`src/rtl/msd_pkg.sv`:
```
package msd_pkg;

    localparam int NUM_LINES = 4;

    // Line index order inside the status nibbles
    localparam int IDX_CTS = 0;
    localparam int IDX_DSR = 1;
    localparam int IDX_RI  = 2;
    localparam int IDX_CD  = 3;

    // Modem control byte fields
    localparam int CTL_DTR  = 0;
    localparam int CTL_RTS  = 1;
    localparam int CTL_AUXA = 2;
    localparam int CTL_AUXB = 3;
    localparam int CTL_LOOP = 4;

    typedef struct packed {
        logic cd;
        logic ri;
        logic dsr;
        logic cts;
    } modem_lines_t;

    typedef struct packed {
        logic       rts_n;
        logic       dtr_n;
        logic [1:0] aux_n;
    } ctl_pins_t;

    function automatic modem_lines_t loop_lines(input logic [3:0] ctl);
        modem_lines_t l;
        l.cts = ctl[CTL_RTS];
        l.dsr = ctl[CTL_DTR];
        l.ri  = ctl[CTL_AUXA];
        l.cd  = ctl[CTL_AUXB];
        return l;
    endfunction

    function automatic ctl_pins_t drive_pins(input logic [3:0] ctl, input logic loop_on);
        ctl_pins_t p;
        if (loop_on) begin
            p = '{rts_n: 1'b1, dtr_n: 1'b1, aux_n: 2'b11};
        end else begin
            p.rts_n    = ~ctl[CTL_RTS];
            p.dtr_n    = ~ctl[CTL_DTR];
            p.aux_n[0] = ~ctl[CTL_AUXA];
            p.aux_n[1] = ~ctl[CTL_AUXB];
        end
        return p;
    endfunction

endpackage

```
`src/rtl/msd_sync.sv`:
```
module msd_sync #(
    parameter int WIDTH  = 4,
    parameter int STAGES = 2
) (
    input  logic             clk,
    input  logic [WIDTH-1:0] d_i,
    output logic [WIDTH-1:0] q_o
);
    logic [WIDTH-1:0] stg [STAGES];

    always_ff @(posedge clk) begin
        stg[0] <= d_i;
    end

    for (genvar k = 1; k < STAGES; k++) begin : g_stage
        always_ff @(posedge clk) begin
            stg[k] <= stg[k-1];
        end
    end

    assign q_o = stg[STAGES-1];
endmodule

```
`src/rtl/msd_src_sel.sv`:
```
module msd_src_sel
    import msd_pkg::*;
(
    input  logic         clk,
    input  logic         rst,
    input  modem_lines_t ext_i,
    input  logic [3:0]   ctl_i,
    input  logic         loop_i,
    output modem_lines_t line_o,
    output ctl_pins_t    pins_o
);
    always_comb begin
        line_o = loop_i ? loop_lines(ctl_i) : ext_i;
        pins_o = drive_pins(ctl_i, loop_i);
    end

    // Pins cannot disturb the lines while loopback stays on
    AST_LOOP_PINS_IGNORED: assert property (@(posedge clk) disable iff (rst)
        (loop_i && $past(loop_i) && $stable(ctl_i)) |-> $stable(line_o));
endmodule

```
`src/rtl/msd_delta.sv`:
```
module msd_delta
    import msd_pkg::*;
(
    input  logic                 clk,
    input  logic                 rst,
    input  logic [NUM_LINES-1:0] cur_i,
    input  logic                 rd_i,
    output logic [NUM_LINES-1:0] delta_o
);
    logic [NUM_LINES-1:0] prev_q;
    logic [NUM_LINES-1:0] hit;

    for (genvar i = 0; i < NUM_LINES; i++) begin : g_edge
        if (i == IDX_RI) begin : g_trail
            assign hit[i] = prev_q[i] & ~cur_i[i];
        end else begin : g_any
            assign hit[i] = prev_q[i] ^ cur_i[i];
        end
    end

    always_ff @(posedge clk) begin
        prev_q <= cur_i;
        if (rst) begin
            delta_o <= '0;
        end else begin
            delta_o <= (rd_i ? '0 : delta_o) | hit;
        end
    end

    for (genvar i = 0; i < NUM_LINES; i++) begin : g_chk
        if (i != IDX_RI) begin : g_both
            AST_EDGE_SETS: assert property (@(posedge clk) disable iff (rst)
                (cur_i[i] != prev_q[i]) |=> delta_o[i]);
        end
        AST_STICKY_HOLD: assert property (@(posedge clk) disable iff (rst)
            (delta_o[i] && !rd_i) |=> delta_o[i]);
    end

    AST_RI_RISE_QUIET: assert property (@(posedge clk) disable iff (rst)
        (!delta_o[IDX_RI] && !prev_q[IDX_RI] && cur_i[IDX_RI]) |=> !delta_o[IDX_RI]);

    AST_READ_CLEAR: assert property (@(posedge clk) disable iff (rst)
        (rd_i && (cur_i == prev_q)) |=> (delta_o == '0));
endmodule

```
`src/rtl/modem_status_unit.sv`:
```
module modem_status_unit
    import msd_pkg::*;
#(
    parameter int SYNC_STAGES = 2
) (
    input  logic       clk,
    input  logic       rst,
    input  logic       cts_n_i,
    input  logic       dsr_n_i,
    input  logic       ri_n_i,
    input  logic       cd_n_i,
    input  logic [7:0] mctl_i,
    input  logic       stat_rd_i,
    output logic [7:0] stat_o,
    output logic       irq_o,
    output logic       rts_n_o,
    output logic       dtr_n_o,
    output logic [1:0] aux_n_o
);
    logic [NUM_LINES-1:0] pins_n;
    logic [NUM_LINES-1:0] pins_n_s;
    modem_lines_t         ext_lines;
    modem_lines_t         lines;
    ctl_pins_t            pins;
    logic [NUM_LINES-1:0] delta;
    logic                 unused_rsvd;

    assign pins_n      = {cd_n_i, ri_n_i, dsr_n_i, cts_n_i};
    assign unused_rsvd = ^mctl_i[7:5];

    msd_sync #(.WIDTH(NUM_LINES), .STAGES(SYNC_STAGES)) u_sync (
        .clk (clk),
        .d_i (pins_n),
        .q_o (pins_n_s)
    );

    assign ext_lines = modem_lines_t'(~pins_n_s);

    msd_src_sel u_sel (
        .clk    (clk),
        .rst    (rst),
        .ext_i  (ext_lines),
        .ctl_i  (mctl_i[3:0]),
        .loop_i (mctl_i[CTL_LOOP]),
        .line_o (lines),
        .pins_o (pins)
    );

    msd_delta u_delta (
        .clk     (clk),
        .rst     (rst),
        .cur_i   (lines),
        .rd_i    (stat_rd_i),
        .delta_o (delta)
    );

    assign stat_o  = {lines, delta};
    assign irq_o   = |delta;
    assign rts_n_o = pins.rts_n;
    assign dtr_n_o = pins.dtr_n;
    assign aux_n_o = pins.aux_n;

    AST_IRQ_HOLDS: assert property (@(posedge clk) disable iff (rst)
        (irq_o && !stat_rd_i) |=> irq_o);
endmodule

```
`config.mk`:
```
export PLATFORM = sky130hd
export DESIGN_NAME = modem_status_unit
export DESIGN_NICKNAME = d
export VERILOG_FILES = /design/src/rtl/msd_pkg.sv /design/src/rtl/msd_sync.sv /design/src/rtl/msd_src_sel.sv /design/src/rtl/msd_delta.sv /design/src/rtl/modem_status_unit.sv
export SDC_FILE = /design/constraint.sdc
export NUM_CORES = 1
export LEC_CHECK = 0
export ABC_AREA = 1
export BUFFER_PORTS_ARGS = -buffer_cell sky130_fd_sc_hd__buf_2
export CAP_MARGIN = 20
export CORE_MARGIN = 1
export CORE_UTILIZATION = 38
export DETAILED_ROUTE_END_ITERATION = 8
export PLACE_DENSITY = 0.71
export SYNTH_ARGS = -nofsm -noshare
export SYNTH_HDL_FRONTEND = slang
export SYNTH_HIERARCHICAL = 1
export SYNTH_SLANG_ARGS = --single-unit
```
`constraint.sdc`:
```
create_clock -name clk -period 0.8 [get_ports clk]
set_input_delay 0.16 -clock clk [delete_from_list [all_inputs] [get_ports clk]]
set_output_delay 0.16 -clock clk [all_outputs]
set_load 0.005 [all_outputs]
```
==> impl_results.rst <==
.. list-table::
   :header-rows: 1

   * - Metric
     - Value
   * - Status
     - finished, violations left
   * - Violated checks
     - setup timing
   * - Peak clock frequency supported by timing
     - 0.964 GHz
   * - Slowest cell on crit path
     - dfxtp_1
   * - Number of instances on the worst hold path
     - 2
   * - Mean instance size in the synthesized netlist
     - 7.54 µm²
   * - Die X-Extent
     - 40.3 µm
   * - Clock transition at the registers of the reported paths
     - about 90 ps
   * - Routed metal-1 wire length
     - about 450 µm
   * - Maximum cell stage delay along the critical path
     - 310 ps
   * - Num CTS Buffers
     - 3
   * - First-pass GRT wire length
     - between 1000 and 1500 µm
   * - Post-layout net count
     - around 130
   * - Critical path class
     - flop to primary output
   * - Top library cells by usage in the layout, fill and taps aside
     - buf_2 (20), nand2_1 (18), nand2_2 (12), buf_6 (10)
   * - Largest net degree at the start of global routing
     - 10
   * - Fraction of final layout cells sized beyond drive strength 1
     - 0.609
   * - Starting Density
     - 0.418
   * - Worst setup slack for register-to-register paths
     - -100 ps
   * - Synth warnings
     - 6
   * - Start of the worst register-to-register path
     - u_sync/stg[0][5]$_DFF_P_
   * - Clk buf depth
     - 2
   * - Setup TNS Final
     - -2010 ps
   * - Global-route total usage across every layer
     - 0.135
   * - RSZ-0062 raised after global routing
     - true
   * - Routed wire length
     - roughly 1100 µm
   * - Insertion delay to the later sink of the worst-skew pair
     - between 200 and 300 ps
   * - Final hold viol count
     - 0
   * - Cell total after placement
     - 111
   * - Min setup slack post-route
     - -237 ps
   * - CP delay by family, top
     - flip-flops
   * - Cell at the root of the clock tree
     - clkbuf_4
   * - Post-Place Setup Slack
     - -124 ps
   * - Worst VDD drop
     - between 0.001 and 0.0015 V
   * - Die ar.
     - 0.00163 mm²
   * - Count of boundary I/O pins
     - 28
   * - Clock sink total
     - 16
   * - Vias in the first global route
     - roughly 380
   * - Finished layout cell area
     - roughly 920 µm²
   * - Vias per cell
     - around 4.2
   * - Count of final setup violators
     - 13
   * - Reg2Reg Depth
     - 9
   * - Endpoint of the most critical register-to-register path
     - u_delta/delta_o[1]$_SDFF_PP0_
   * - Cells traversed along the worst timing path
     - inv_1 > nand2_1 > nand2_2 > buf_2
   * - Max-slew headroom at the worst pin
     - 0.938
   * - Number of antenna violations at the first check in global routing
     - 0
   * - Worst Setup End Kind
     - primary output
   * - Clock period minus final worst setup slack
     - between 1000 and 1500 ps
   * - Leakage power figure
     - approximately 0.51 nW
   * - Placed Area
     - 692 µm²
   * - End of the worst hold path
     - u_delta/delta_o[2]$_SDFF_PP0_
   * - Via count
     - 520
   * - Number of buffer and inverter instances along the worst setup path
     - 2
   * - Commonest non-fill, non-tap cell in the layout
     - buf_2
   * - Height of the chip
     - between 40 and 50 µm
   * - Placeable Area
     - roughly 0.0013 mm²
   * - Highest Signal Layer
     - met4
   * - Worst Hold Margin
     - 39.5 ps
   * - Routed wl met2
     - around 600 µm
   * - Max-slew violations
     - 0
   * - Post-synthesis cell type count
     - 8
   * - Pin slew with the least headroom to its limit
     - approximately 93 ps
   * - Number of antenna cells inserted
     - 0
   * - H-tree level count
     - 1
   * - Data arrival at the endpoint of the critical path
     - between 800 and 900 ps
   * - Startpoint of the tightest hold check path
     - rst
   * - Share of the cycle needed by the critical path after routing
     - 1.30
   * - Number of iterations in the first detailed-routing pass
     - 4
   * - Std-Cell Rows
     - 13
   * - Met3 layer wire length in the routed design
     - 52 µm
   * - Number of maximum-capacitance violations
     - 0
   * - Biggest area consumer among synthesized cells
     - dfxtp_1
   * - Post-synthesis sequential element count
     - 16
   * - Violation count after the first detailed-routing iteration
     - 3
   * - Final weighted congestion of routability-driven global placement
     - 0.643
   * - Final Instance Count excl. Fillers
     - between 100 and 150
   * - Port Buf Inserts
     - 24
   * - Final ANT Viol Nets
     - 0
   * - Sequential element share of the synthesized area
     - 0.574
   * - TritonCTS clock tree
     - done
   * - Total grt overflow
     - 0
   * - Final routed DRC violation total
     - 0
   * - Data required time at the worst endpoint
     - roughly 640 ps
   * - Final routed wire length divided by cell count
     - slightly below 9 µm
   * - Synth area leaders
     - dfxtp_1 (57%), nand2_1 (21%), inv_1 (10%)
   * - Maximum fanout encountered on the critical timing path
     - 3
   * - Detail Placement HPWL
     - about 710 µm
   * - Area share of the leading cell type in the synthesized netlist
     - 0.574
   * - Cell count after synthesis
     - 74
   * - Post-route clock skew
     - around 1.9 ps
   * - Net count after synthesis
     - slightly below 90
   * - Startpoint kind of the worst setup timing path
     - flop
   * - Worst hold path class
     - input port to flop
   * - Signed area change from the synthesized netlist to the final layout
     - 64.3%
   * - Synthesized cell area
     - ~560 µm²
   * - PwrDens
     - between 1500 and 2000 mW/mm²
==> area by class of cell <==
class	count	area (µm²)
Clock buffer	4	36.3
Fill cell	100	417
Inverter	17	68.8
Multi-Input combinational cell	37	196
Sequential cell	16	329
Tap cell	15	18.8
Timing Repair Buffer	36	268
==> power by group <==
part,leakage [nW],internal [mW],switching (mW)
Clock,0.0210,0.277,0.237
Combinational,0.356,0.188,0.149
Sequential,0.136,0.857,0.0253
Total,0.512,1.32,0.410
==> sequential cells by signal, indices dropped and copies added (netlist names) <==
register         count
u_delta/prev_q       4
u_delta/delta_o      4
u_sync/stg           8
==> worst max-delay path by stage <==
stage | from | to | slack [ps] | cells after the start
finish | u_sync/stg[0][6]$_DFF_P_ | stat_o[6] | -240 | 4
global route | u_delta/delta_o[0]$_SDFF_PP0_ | irq_o | -340 | 3
CTS | u_delta/delta_o[3]$_SDFF_PP0_ | irq_o | -240 | 3
detailed placement | mctl_i[4] | u_delta/delta_o[0]$_SDFF_PP0_ | -120 | 9
global placement | mctl_i[4] | u_delta/delta_o[3]$_SDFF_PP0_ | -80 | 9
floorplan | u_sync/stg[0][5]$_DFF_P_ | u_delta/delta_o[1]$_SDFF_PP0_ | -80 | 9
==> cells by family (layout without fill, tap and decap cells) <==
logic type	after synthesis	in the layout	synth area share
simple gates	36	36	0.249
buf+inv	21	57	0.168
flops	16	16	0.574
compound gates	1	1	0.00896
==> worst register-to-register path, cell delays in order (launching register included) <==
cell	delay [ps]
dfxtp_2	320
inv_2	40
nand2_2	50
nand2_2	70
buf_6	110
inv_2	30
nand2_2	50
nand3_2	50
nand2_1	50
inv_1	30
==> layer usage <==
layer  global-route usage  up-vias
met1                0.113      220
met3               0.0500        4
met4                0.125        0
met5                    0        -
met2                0.238       18
li1                     -      278
==> timing repair <==
action | 4_1_cts | 5_1_grt
hold endpoints to repair | 4 | 0
hold buffers | 4 | 0
setup buffers | 4 | 3
gates resized for setup | 20 | 17
pin swaps | 6 | 5
endpoints found under the setup margin | 16 | 16
cloned | 0 | 0
==> stage by stage <==
step           utilization  power [mW]
2_1_floorplan            -        1.01
4_1_cts              0.632        1.69
3_3_place_gp         0.519        1.09
3_5_place_dp         0.519        1.10
5_1_grt              0.688        1.84
6_report             0.688        1.73
==> Yosys cell counts <==
master / count
a21oi_1: 1
buf_4: 4
inv_1: 15
nand2_1: 31
dfxtp_1: 16
nand3_1: 3
inv_2: 2
nor2_1: 2
(Power assumes the default switching activity.)
